### config.mk
export PLATFORM = sky130hd
export DESIGN_NAME = binloop_seq
export DESIGN_NICKNAME = d
export VERILOG_FILES = /design/src/rtl/binloop_pkg.sv /design/src/rtl/binloop_capture.sv /design/src/rtl/binloop_addr.sv /design/src/rtl/binloop_ctrl.sv /design/src/rtl/binloop_seq.sv
export SDC_FILE = /design/constraint.sdc
export NUM_CORES = 1
export LEC_CHECK = 0
export ABC_CLOCK_PERIOD_IN_PS = 5800
export BUFFER_PORTS_ARGS = -buffer_cell sky130_fd_sc_hd__buf_2
export CORE_MARGIN = 2
export CORE_UTILIZATION = 55
export DETAILED_ROUTE_END_ITERATION = 12
export GPL_TIMING_DRIVEN = 0
export HOLD_SLACK_MARGIN = 0.12
export PLACE_DENSITY = 0.76
export SLEW_MARGIN = 10
export SYNTH_ARGS = -nofsm -noshare
export SYNTH_HDL_FRONTEND = slang
export SYNTH_SLANG_ARGS = --single-unit
### constraint.sdc
create_clock -name clk -period 5.8 [get_ports clk]
set_input_delay 0 -clock clk [delete_from_list [all_inputs] [get_ports clk]]
set_output_delay 0 -clock clk [all_outputs]
set_load 0.1 [all_outputs]
### src/rtl/binloop_pkg.sv
package binloop_pkg;

    localparam int ADDR_W  = 64;
    localparam int WORD_W  = 32;
    localparam int OPC_LSB = 0;
    localparam int OPC_W   = 8;
    localparam int LVL_W   = 2;

    localparam logic [OPC_W-1:0] OPC_LOOP_OPEN  = 8'h50;
    localparam logic [OPC_W-1:0] OPC_LOOP_CLOSE = 8'h51;

    localparam int PAYLOAD_WORDS = 5;
    localparam int SLOT_W        = $clog2(PAYLOAD_WORDS);
    localparam int BYTES_PER_WORD = WORD_W / 8;
    localparam int WORD_SHIFT     = $clog2(BYTES_PER_WORD);

    typedef enum logic [2:0] {
        ST_IDLE,
        ST_CAPT,
        ST_DECIDE,
        ST_PREFIX,
        ST_REWIND,
        ST_BODY,
        ST_RESUME
    } seq_state_e;

    typedef enum logic [SLOT_W-1:0] {
        SL_COUNT   = 3'd0,
        SL_BASE_LO = 3'd1,
        SL_BASE_HI = 3'd2,
        SL_PFX     = 3'd3,
        SL_BODY    = 3'd4
    } pl_slot_e;

    typedef enum logic [LVL_W-1:0] {
        LVL_NONE   = 2'd0,
        LVL_MAIN   = 2'd1,
        LVL_NESTED = 2'd2
    } fetch_lvl_e;

    typedef struct packed {
        logic [ADDR_W-1:0] addr;
        logic [WORD_W-1:0] dwords;
        fetch_lvl_e        lvl;
    } fetch_req_t;

    typedef struct packed {
        logic [WORD_W-1:0] bin_cnt;
        logic [ADDR_W-1:0] base;
        logic [WORD_W-1:0] pfx_dw;
        logic [WORD_W-1:0] body_dw;
        logic [ADDR_W-1:0] body_start;
    } loop_params_t;

    function automatic logic [ADDR_W-1:0] words_to_bytes(input logic [WORD_W-1:0] n);
        logic [ADDR_W-1:0] wide;
        wide = {{(ADDR_W-WORD_W){1'b0}}, n};
        return wide << WORD_SHIFT;
    endfunction

    function automatic logic opc_is(input logic hdr,
                                    input logic [OPC_W-1:0] opc,
                                    input logic [OPC_W-1:0] want);
        return hdr && (opc == want);
    endfunction

endpackage

### src/rtl/binloop_capture.sv
module binloop_capture
    import binloop_pkg::*;
(
    input  logic                clk,
    input  logic                rst,
    input  logic                take,
    input  pl_slot_e            slot,
    input  logic [WORD_W-1:0]   data,
    input  logic [ADDR_W-1:0]   word_addr,
    output loop_params_t        prm
);
    localparam int HALF_W = ADDR_W / 2;

    always_ff @(posedge clk) begin
        if (rst) begin
            prm <= '0;
        end else if (take) begin
            case (slot)
                SL_COUNT:   prm.bin_cnt <= data;
                SL_BASE_LO: prm.base[HALF_W-1:0] <= data;
                SL_BASE_HI: prm.base[ADDR_W-1:HALF_W] <= data;
                SL_PFX:     prm.pfx_dw <= data;
                SL_BODY: begin
                    prm.body_dw    <= data;
                    prm.body_start <= word_addr + ADDR_W'(BYTES_PER_WORD);
                end
                default: ;
            endcase
        end
    end

endmodule

### src/rtl/binloop_addr.sv
module binloop_addr
    import binloop_pkg::*;
(
    input  logic                clk,
    input  logic                rst,
    input  logic                load,
    input  logic                step,
    input  logic [ADDR_W-1:0]   base,
    input  logic [WORD_W-1:0]   pfx_dw,
    input  logic [ADDR_W-1:0]   body_start,
    input  logic [WORD_W-1:0]   body_dw,
    output logic [ADDR_W-1:0]   pfx_addr,
    output logic [ADDR_W-1:0]   resume_addr
);
    logic [ADDR_W-1:0] pfx_stride;

    assign pfx_stride  = words_to_bytes(pfx_dw);
    assign resume_addr = body_start + words_to_bytes(body_dw);

    always_ff @(posedge clk) begin
        if (rst) begin
            pfx_addr <= '0;
        end else if (load) begin
            pfx_addr <= base;
        end else if (step) begin
            pfx_addr <= pfx_addr + pfx_stride;
        end
    end

    // stepping never moves the prefix pointer backwards unless the sum wraps 64 bits
    p_step_forward_r8: assert property (@(posedge clk) disable iff (rst)
        (step && !load && (pfx_dw != '0) && (pfx_addr < ~pfx_stride))
            |=> (pfx_addr > $past(pfx_addr)));

endmodule

### src/rtl/binloop_ctrl.sv
module binloop_ctrl
    import binloop_pkg::*;
(
    input  logic                clk,
    input  logic                rst,
    input  logic                cmd_valid,
    input  logic                cmd_hdr,
    input  logic [OPC_W-1:0]    cmd_opc,
    output logic                cmd_ready,
    input  logic [WORD_W-1:0]   bin_cnt,
    input  logic [WORD_W-1:0]   pfx_dw,
    input  logic [WORD_W-1:0]   body_dw,
    input  logic [ADDR_W-1:0]   body_start,
    input  logic [ADDR_W-1:0]   pfx_addr,
    input  logic [ADDR_W-1:0]   resume_addr,
    output logic                take,
    output pl_slot_e            slot,
    output logic                load,
    output logic                step,
    output logic                req_valid,
    input  logic                req_ready,
    output fetch_req_t          req,
    output logic                bin_valid,
    output logic [WORD_W-1:0]   bin_idx,
    output logic                busy
);
    seq_state_e state, state_nx;
    logic       acc, is_open, is_close, last_bin;

    assign cmd_ready = (state == ST_IDLE) || (state == ST_CAPT) || (state == ST_BODY);
    assign acc       = cmd_valid && cmd_ready;
    assign is_open   = opc_is(cmd_hdr, cmd_opc, OPC_LOOP_OPEN);
    assign is_close  = opc_is(cmd_hdr, cmd_opc, OPC_LOOP_CLOSE);
    assign take      = acc && (state == ST_CAPT);
    assign last_bin  = (bin_idx + WORD_W'(1)) == bin_cnt;
    assign busy      = (state != ST_IDLE);
    assign bin_valid = (state == ST_PREFIX) || (state == ST_REWIND) || (state == ST_BODY);
    assign load      = (state == ST_DECIDE);
    assign step      = (state == ST_BODY) && acc && is_close && !last_bin;

    always_comb begin
        req_valid = 1'b0;
        req       = '{addr: '0, dwords: '0, lvl: LVL_NONE};
        case (state)
            ST_PREFIX: begin
                req_valid = 1'b1;
                req       = '{addr: pfx_addr, dwords: pfx_dw, lvl: LVL_NESTED};
            end
            ST_REWIND: begin
                req_valid = 1'b1;
                req       = '{addr: body_start, dwords: body_dw, lvl: LVL_MAIN};
            end
            ST_RESUME: begin
                req_valid = 1'b1;
                req       = '{addr: resume_addr, dwords: '0, lvl: LVL_MAIN};
            end
            default: ;
        endcase
    end

    always_comb begin
        state_nx = state;
        case (state)
            ST_IDLE:   if (acc && is_open) state_nx = ST_CAPT;
            ST_CAPT:   if (take && slot == SL_BODY) state_nx = ST_DECIDE;
            ST_DECIDE: state_nx = (bin_cnt == '0) ? ST_RESUME : ST_PREFIX;
            ST_PREFIX: if (req_ready) state_nx = ST_REWIND;
            ST_REWIND: if (req_ready) state_nx = ST_BODY;
            ST_BODY:   if (acc && is_close) state_nx = last_bin ? ST_RESUME : ST_PREFIX;
            ST_RESUME: if (req_ready) state_nx = ST_IDLE;
            default:   state_nx = ST_IDLE;
        endcase
    end

    always_ff @(posedge clk) begin
        if (rst) begin
            state   <= ST_IDLE;
            slot    <= SL_COUNT;
            bin_idx <= '0;
        end else begin
            state <= state_nx;
            if (state == ST_IDLE) begin
                slot <= SL_COUNT;
            end else if (take && slot != SL_BODY) begin
                slot <= pl_slot_e'(slot + SLOT_W'(1));
            end
            if (state == ST_DECIDE) begin
                bin_idx <= '0;
            end else if (step) begin
                bin_idx <= bin_idx + WORD_W'(1);
            end
        end
    end

    // a pending request is held unchanged under backpressure
    p_req_hold_r11: assert property (@(posedge clk) disable iff (rst)
        (req_valid && !req_ready) |=> (req_valid && $stable(req)));

    // no command word is taken while a fetch request is pending
    p_cmd_blocked_r10: assert property (@(posedge clk) disable iff (rst)
        req_valid |-> !cmd_ready);

    // the bin index stays below the captured count while a bin runs
    p_bin_range_r9: assert property (@(posedge clk) disable iff (rst)
        bin_valid |-> (bin_idx < bin_cnt));

    // an idle sequencer offers nothing
    p_idle_quiet_r12: assert property (@(posedge clk) disable iff (rst)
        !busy |-> (!req_valid && !bin_valid));

    // nested fetches only happen inside a bin iteration
    p_nested_in_bin_r3: assert property (@(posedge clk) disable iff (rst)
        (req_valid && req.lvl == LVL_NESTED) |-> bin_valid);

    // an accepted opening header makes the block busy next cycle
    p_open_busy_r1: assert property (@(posedge clk) disable iff (rst)
        (!busy && acc && is_open) |=> busy);

    // a zero count goes straight to the resume request
    p_zero_skip_r7: assert property (@(posedge clk) disable iff (rst)
        (state == ST_DECIDE && bin_cnt == '0) |=> (req_valid && !bin_valid));

endmodule

### src/rtl/binloop_seq.sv
module binloop_seq
    import binloop_pkg::*;
(
    input  logic                 clk,
    input  logic                 rst,
    input  logic                 cmd_valid,
    output logic                 cmd_ready,
    input  logic                 cmd_hdr,
    input  logic [31:0]          cmd_data,
    input  logic [63:0]          cmd_addr,
    output logic                 req_valid,
    input  logic                 req_ready,
    output logic [63:0]          req_addr,
    output logic [31:0]          req_dwords,
    output logic [1:0]           req_level,
    output logic                 bin_valid,
    output logic [31:0]          bin_index,
    output logic                 busy
);
    loop_params_t      prm;
    fetch_req_t        req;
    pl_slot_e          slot;
    logic              take, load, step;
    logic [ADDR_W-1:0] pfx_addr, resume_addr;

    binloop_capture u_capture (
        .clk       (clk),
        .rst       (rst),
        .take      (take),
        .slot      (slot),
        .data      (cmd_data),
        .word_addr (cmd_addr),
        .prm       (prm)
    );

    binloop_addr u_addr (
        .clk         (clk),
        .rst         (rst),
        .load        (load),
        .step        (step),
        .base        (prm.base),
        .pfx_dw      (prm.pfx_dw),
        .body_start  (prm.body_start),
        .body_dw     (prm.body_dw),
        .pfx_addr    (pfx_addr),
        .resume_addr (resume_addr)
    );

    binloop_ctrl u_ctrl (
        .clk         (clk),
        .rst         (rst),
        .cmd_valid   (cmd_valid),
        .cmd_hdr     (cmd_hdr),
        .cmd_opc     (cmd_data[OPC_LSB +: OPC_W]),
        .cmd_ready   (cmd_ready),
        .bin_cnt     (prm.bin_cnt),
        .pfx_dw      (prm.pfx_dw),
        .body_dw     (prm.body_dw),
        .body_start  (prm.body_start),
        .pfx_addr    (pfx_addr),
        .resume_addr (resume_addr),
        .take        (take),
        .slot        (slot),
        .load        (load),
        .step        (step),
        .req_valid   (req_valid),
        .req_ready   (req_ready),
        .req         (req),
        .bin_valid   (bin_valid),
        .bin_idx     (bin_index),
        .busy        (busy)
    );

    assign req_addr   = req.addr;
    assign req_dwords = req.dwords;
    assign req_level  = req.lvl;

endmodule

[Yosys cells after proc, flatten, opt, wreduce, memory -nomap -nowiden]
Index checks and enable logic that the tools add are counted.
Word-level totals
  flip-flop bits (word level): 326
  bits in latches: 0
  RAM bits: 0
  bits in read-only memories: 0
  bits of input ports: 101
  output and inout port bits: 134
  word-level logic and storage cells: 78
  memories kept: 0
Cells by class
  $add $sub $neg: 5
  multiply operators: 0
  div/mod/pow operators: 0
  order comparisons: 0
  equal/unequal tests: 20
  shifts and indexed selects: 0
  mux-type cells: 13
  bitwise operators: 0
  reductions and logical operators: 30
Operators by type and width (number)
  $pmux 98 s3: 1
  $add 64x34->64: 2
  $mux 64: 2
  $add 64x3->64 const B: 1
  $add 32x1->32 const B: 1
  $eq 32x32->1: 1
  $logic_not 32->1: 1
  $mux 3: 8
  $pmux 3 s7: 1
  $eq 8x7->1 const B: 2
  $eq 3x2->1 const B: 4
  $eq 3x3->1 const B: 4
  $ne 2x2->1 const B: 6
  $logic_and 1x1->1: 11
  $reduce_and 2->1: 5
  $eq 3x1->1 const B: 2
  $logic_not 3->1: 2
  $reduce_and 6->1: 1
  $logic_or 1x1->1: 4
  $reduce_or 2->1: 2
  $add 3x1->3 const B: 1
  $ne 3x3->1 const B: 1
  $reduce_bool 3->1: 1
  $reduce_or 3->1: 1
  other kinds (3): 3

[Logic depth before layout (Yosys ltp)]
  depth after elaboration: 9
  mapped depth: 13
  mapped depth without buffers: 11

[By module]
A second synthesis with hierarchy kept.
Second synthesis, totals
  cells, all modules: 2892
  area total of the unflattened synthesis: 21800.9 µm²
By module, submodules not included
  binloop_capture: instances 1, cells each 1159, area an instance 9102.5 µm², seq. area each 4484.3 µm²
  binloop_addr: instances 1, cells each 1007, area an instance 7606.0 µm², seq. area each 1281.2 µm²
  binloop_ctrl: instances 1, cells each 726, area an instance 5092.4 µm², seq. area each 760.7 µm²

[Worst setup path after synthesis]
No wires, ideal clock.
  kind: flip-flop to output port
  start: reg u_capture.prm[2] (netlist name)
  end: out req_addr[50]
  data arrival time: 4.738 ns
  data required time: 5.800 ns
  path slack: 1.062 ns
  cell stages (with the launch flop): 13
  buffers on the path: 1
  path through: dfxtp_1 > ha_1 > fa_1 > a211oi_1 > o211ai_1 > and3_1 > o2111a_1 > o2111ai_1 > a31oi_1 > clkbuf_1 > nand3_1 > xor2_1 > o21ai_0
On the way
  longest elaborated chain between the ends: 2
Ends and longest elaborated chain
  $add 64x34->64: line binloop_addr.sv:18  | assign resume_addr = body_start + words_to_bytes(body_dw);
  $pmux 98 s3: line binloop_ctrl.sv:44  | case (state)
  to (decl): line binloop_seq.sv:13  | output logic [63:0] req_addr,
Every way passes these cells.

[Worst setup path in the final report]
  start: reg u_capture.prm[3] (netlist name)
  end: out req_addr[37]
On the way
  longest elaborated chain between the ends: 2
Ends and longest elaborated chain (line)
  $add 64x34->64: binloop_addr.sv:18
  $pmux 98 s3: binloop_ctrl.sv:44
Every way passes these cells.

==> impl.org <==
** Synth
- A synthesized cell averages 7.49 sq um.
- Post-synth top area share :: 0.320
- Yosys warning count :: 0
- The synthesized design contains 0 enable-type register cells.
- Ranked by total cell area, the synthesized netlist is headed by sky130_fd_sc_hd__dfxtp_1 (32%), sky130_fd_sc_hd__nand2_1 (10%), sky130_fd_sc_hd__a21oi_1 (7.0%), sky130_fd_sc_hd__ha_1 (4.4%), sky130_fd_sc_hd__xnor2_1 (4.0%).
- Unique cell type count in the Yosys netlist :: 81
- Cells after Synth :: 2,717
- Number of nets produced by synthesis :: 2,891
- In the synthesized netlist the dominant register cell turns out to be sky130_fd_sc_hd__dfxtp_1.
- The share of the Yosys chip area taken by registers is 0.320.
- Cell taking the most area after synthesis :: sky130_fd_sc_hd__dfxtp_1
- After synthesis, the share of flip-flops with an asynchronous set or reset is 0.
- The mapped netlist covers 20,400 sq um.
- The synthesized design contains 326 register bits.

** STA
- Count of pins over their slew limit :: 0
- Setup repair after global routing left no endpoint under its margin.
- Across the routed clock network, the largest skew measured is 0.0269 ns.
- Hold slack :: 0.209 ns
- Rel. slew slack :: 0.139
- Least-Margin Pin Slew :: 1.29 ns
- Based on the critical path, the design can be clocked at up to 206 MHz.
- Final hold violation count :: 0
- In the finished design, the share of the clock period the worst path needs comes to 0.837.
- Sum of negative setup slack :: 0 ns
- Minimum clock period after layout :: 4.85 ns
- Setup violation total in the final timing report :: 0

** Pwr
- The analysis attributes to net switching a power of 2060 uW.
- The design draws 6110 uW.
- In this run the power density over the cells is 246 nW/um^2.
- Of the total power, the share spent switching nets is 0.337.
- The internal power of the cells totals 4060 uW.
- Worst vdd ir :: 0.192 mV
- Combinational group share of total power :: 0.204
- Total leakage power :: 0.00967 uW
- The share of total power dissipated in the clock network is 0.400.
- Register share of total power :: 0.396

** Route
- The routed design has 87,300 um of wire.
- In the final routed layout, each cell accounts on average for 24.0 um.
- The count of nets left with antenna violations once routing finished came out at 0.
- The routed layout has 23,600 vias.
- After the first detailed-routing iteration, the DRC count stood at 2,744.
- Post-route DRC :: 0
- Number of optimization iterations in the first detailed-route pass :: 6
- Dividing the detail-routed via count by the number of cells gives 6.48.

** Placed design
- The congestion estimate from routability-driven global placement came to 1.01.
- Half-perimeter wire length after placement :: 64,400 um
- Count of port buffers added during placement :: 233
- Instance count after placement with tap cells included :: 3,418

** Critical path
- The critical path is of the reg -> out type.
- At the worst endpoint, the required time is 5.80 ns.
- In this run the worst path has a maximum fanout of 10.
- Startpoint Class :: flop
- On the worst path, the slowest cell contributes a delay of 0.57 ns.
- CP Cell Sequence :: ha_1, a211o_1, a21oi_1, a211oi_1, a211oi_1, nor4_1, o2111ai_1, clkbuf_1, a21oi_1, xnor2_1, o21ai_0, buf_2
- The worst setup path is captured at an output pin.
- Data on the critical path arrives at its endpoint at 4.85 ns.
- Slowest cell on the critical path :: sky130_fd_sc_hd__a211oi_1

** Floorplanning
- For this design the top-level I/O count stands at 235.
- From bottom edge to top edge, the die measures 196 um.
- Row cnt :: 70
- The region available for standard cell placement spans 36,500 sq um.
- Initial cell density of the core :: 0.558
- Die outline width :: 196 um
- The die covers 38,600 sq um.

** CTS
- Clock latency on the worst-skew pair, taken at its later pin, is 0.57 ns.
- In this run, CTS created clock tree buffers numbering 38.
- The clock drives 326 sinks.
- Max H-tree Level :: 2
- TritonCTS built the clock tree.
- The number of setup buffers added after CTS is 0.
- Post-CTS clock slew at the launch and capture registers of the worst setup and hold paths :: 0.06 ns
- Cell chosen for the clock root :: sky130_fd_sc_hd__clkbuf_16
- No sink is reached through more buffers than the 3 on the longest clock path.

** Final layout
- Final core utilization :: 0.680
- Fill cell instance count of the final layout :: 3,076
- From synthesis to final layout, the design area changed by 22.0%.
- Fraction of final layout cells with drive strength greater than 1 :: 0.107
- In the final design database the tool counted 3,310 nets.
- Final cell count without fillers :: 3,633

** Global route
- Number of antenna violations at the first check in global routing :: 1
- Entering global routing, the biggest net connects 14 pins.
- Wire length of the first global-routing pass :: 130,000 um
- Total global routing track utilization :: 0.440
- Global routing finished with a remaining overflow of 0.
- Number of global-route vias before repair :: 22,200

** Flow run
- The tool flagged a number of max-cap violations equal to 0.

** Run status
- The flow ran to the end, and the final reports show no timing, DRC or antenna violations.

** Min path
- Class of the tightest hold or removal check :: in -> reg
==> cells in the final DEF (no fill, tap or decap), types with 76 or more instances in the layout <==
cell                              n
sky130_fd_sc_hd__a21oi_1        285
sky130_fd_sc_hd__nand2_1        548
sky130_fd_sc_hd__dlygate4sd3_1  146
sky130_fd_sc_hd__xor2_1          88
sky130_fd_sc_hd__dfxtp_1        326
sky130_fd_sc_hd__buf_2          244
sky130_fd_sc_hd__clkbuf_1       168
sky130_fd_sc_hd__xnor2_1         93
sky130_fd_sc_hd__a211oi_1        76
sky130_fd_sc_hd__nor2_1         158
sky130_fd_sc_hd__nand3_1        128
sky130_fd_sc_hd__o21ai_0        111
==> routing by layer <==
layer / track usage / part of all wire / wire length (um)
met1: 0.569 / 0.39 / 34000
met2: 0.689 / 0.43 / 37800
met3: 0.0871 / 0.12 / 10100
met4: 0.246 / 0.061 / 5340
met5: 0 / 0 / 0
==> Yosys cell counts, drive strengths merged, types with 20 or more instances <==
cell	n
nand2	548
dfxtp	326
a21oi	285
clkbuf	159
nor2	158
nand3	128
o21ai	125
xnor2	93
xor2	88
a211oi	79
ha	71
and3	58
nand4	51
a21o	43
nor4	41
a22o	37
inv	34
mux2i	31
a22oi	29
buf	28
or3	28
nor3	26
a311oi	25
or4	20
==> power by group through the flow <==
stage	clock network, uW	logic, uW	registers (uW)
floorplan	0	719	2400
global placement	0	1110	2450
global route	2520	1300	2420
detailed placement	0	1120	2460
CTS	2430	1200	2410
finish	2440	1250	2420
==> cell type report <==
class | count | area, sq um | area share
buffer | 187 | 761 | 0.0306
clock buffer | 55 | 1110 | 0.0445
clock inverter | 13 | 145 | 0.00584
sequential | 326 | 6530 | 0.263
antenna | 1 | 2.50 | 0.000101
tap | 468 | 586 | 0.0236
timing repair buffer | 379 | 2630 | 0.106
inverter | 38 | 143 | 0.00574
multi-input combinational | 2166 | 12900 | 0.521
==> path summary, 6_finish.rpt <==
check / endpoint / start / cells past startpoint / slack [ns]
worst max-delay path: req_addr[37] / u_capture.prm[3]$_SDFFE_PP0P_ / 12 / 0.95
worst min register to register: u_capture.prm[156]$_SDFFE_PP0P_ / u_capture.prm[156]$_SDFFE_PP0P_ / 2 / 0.45
worst max register to register: u_addr.pfx_addr[16]$_SDFFE_PP0P_ / u_ctrl.bin_idx[11]$_SDFFE_PP0P_ / 12 / 1.28
worst min-delay path: u_ctrl.slot[1]$_SDFFE_PP0P_ / cmd_valid / 5 / 0.21
==> repair_timing <==
action | 4_1_cts | 5_1_grt
endpoints found under the hold margin | 230 | 0
resized for setup | 0 | 0
hold buffers | 146 | 0
setup endpoints to repair | 0 | 0
==> critical path: cells and delay by family (launching register included) <==
kind | cells | cell delay, ns
xor gates and xnor gates | 1 | 0.17
buffers and inverters | 2 | 0.98
and+or+nand+nor | 1 | 0.21
DFF | 1 | 0.44
AOI/OAI and AO/OA | 7 | 2.22
adders and majority gates | 1 | 0.29
==> flip-flops by register name (all words and copies together), names as in the netlist <==
signal,cells
u_addr.pfx_addr,64
u_ctrl.state,3
u_ctrl.bin_idx,32
u_ctrl.slot,3
u_capture.prm,224
==> stage by stage <==
step | setup WS [ns] | area (sq um)
after floorplan | 1.06 | 20400
after global placement | 1.58 | 22100
after detailed placement | 1.48 | 22100
after CTS | 1.08 | 24800
after global routing | 0.756 | 24800
final | 0.947 | 24800
==> logic make-up (layout without fill, tap and decap cells) <==
logic type	after synthesis	count (layout)	share of synthesized area
AOI/OAI and AO/OA	745	745	0.233
xor gates and xnor gates	181	181	0.0778
adders and majority gates	73	73	0.0456
buffers and inverters	225	672	0.0444
DFF	326	326	0.320
muxes	35	35	0.0175
other	0	1	0
and+or+nand+nor	1132	1132	0.261
(Power assumes the default switching activity.)
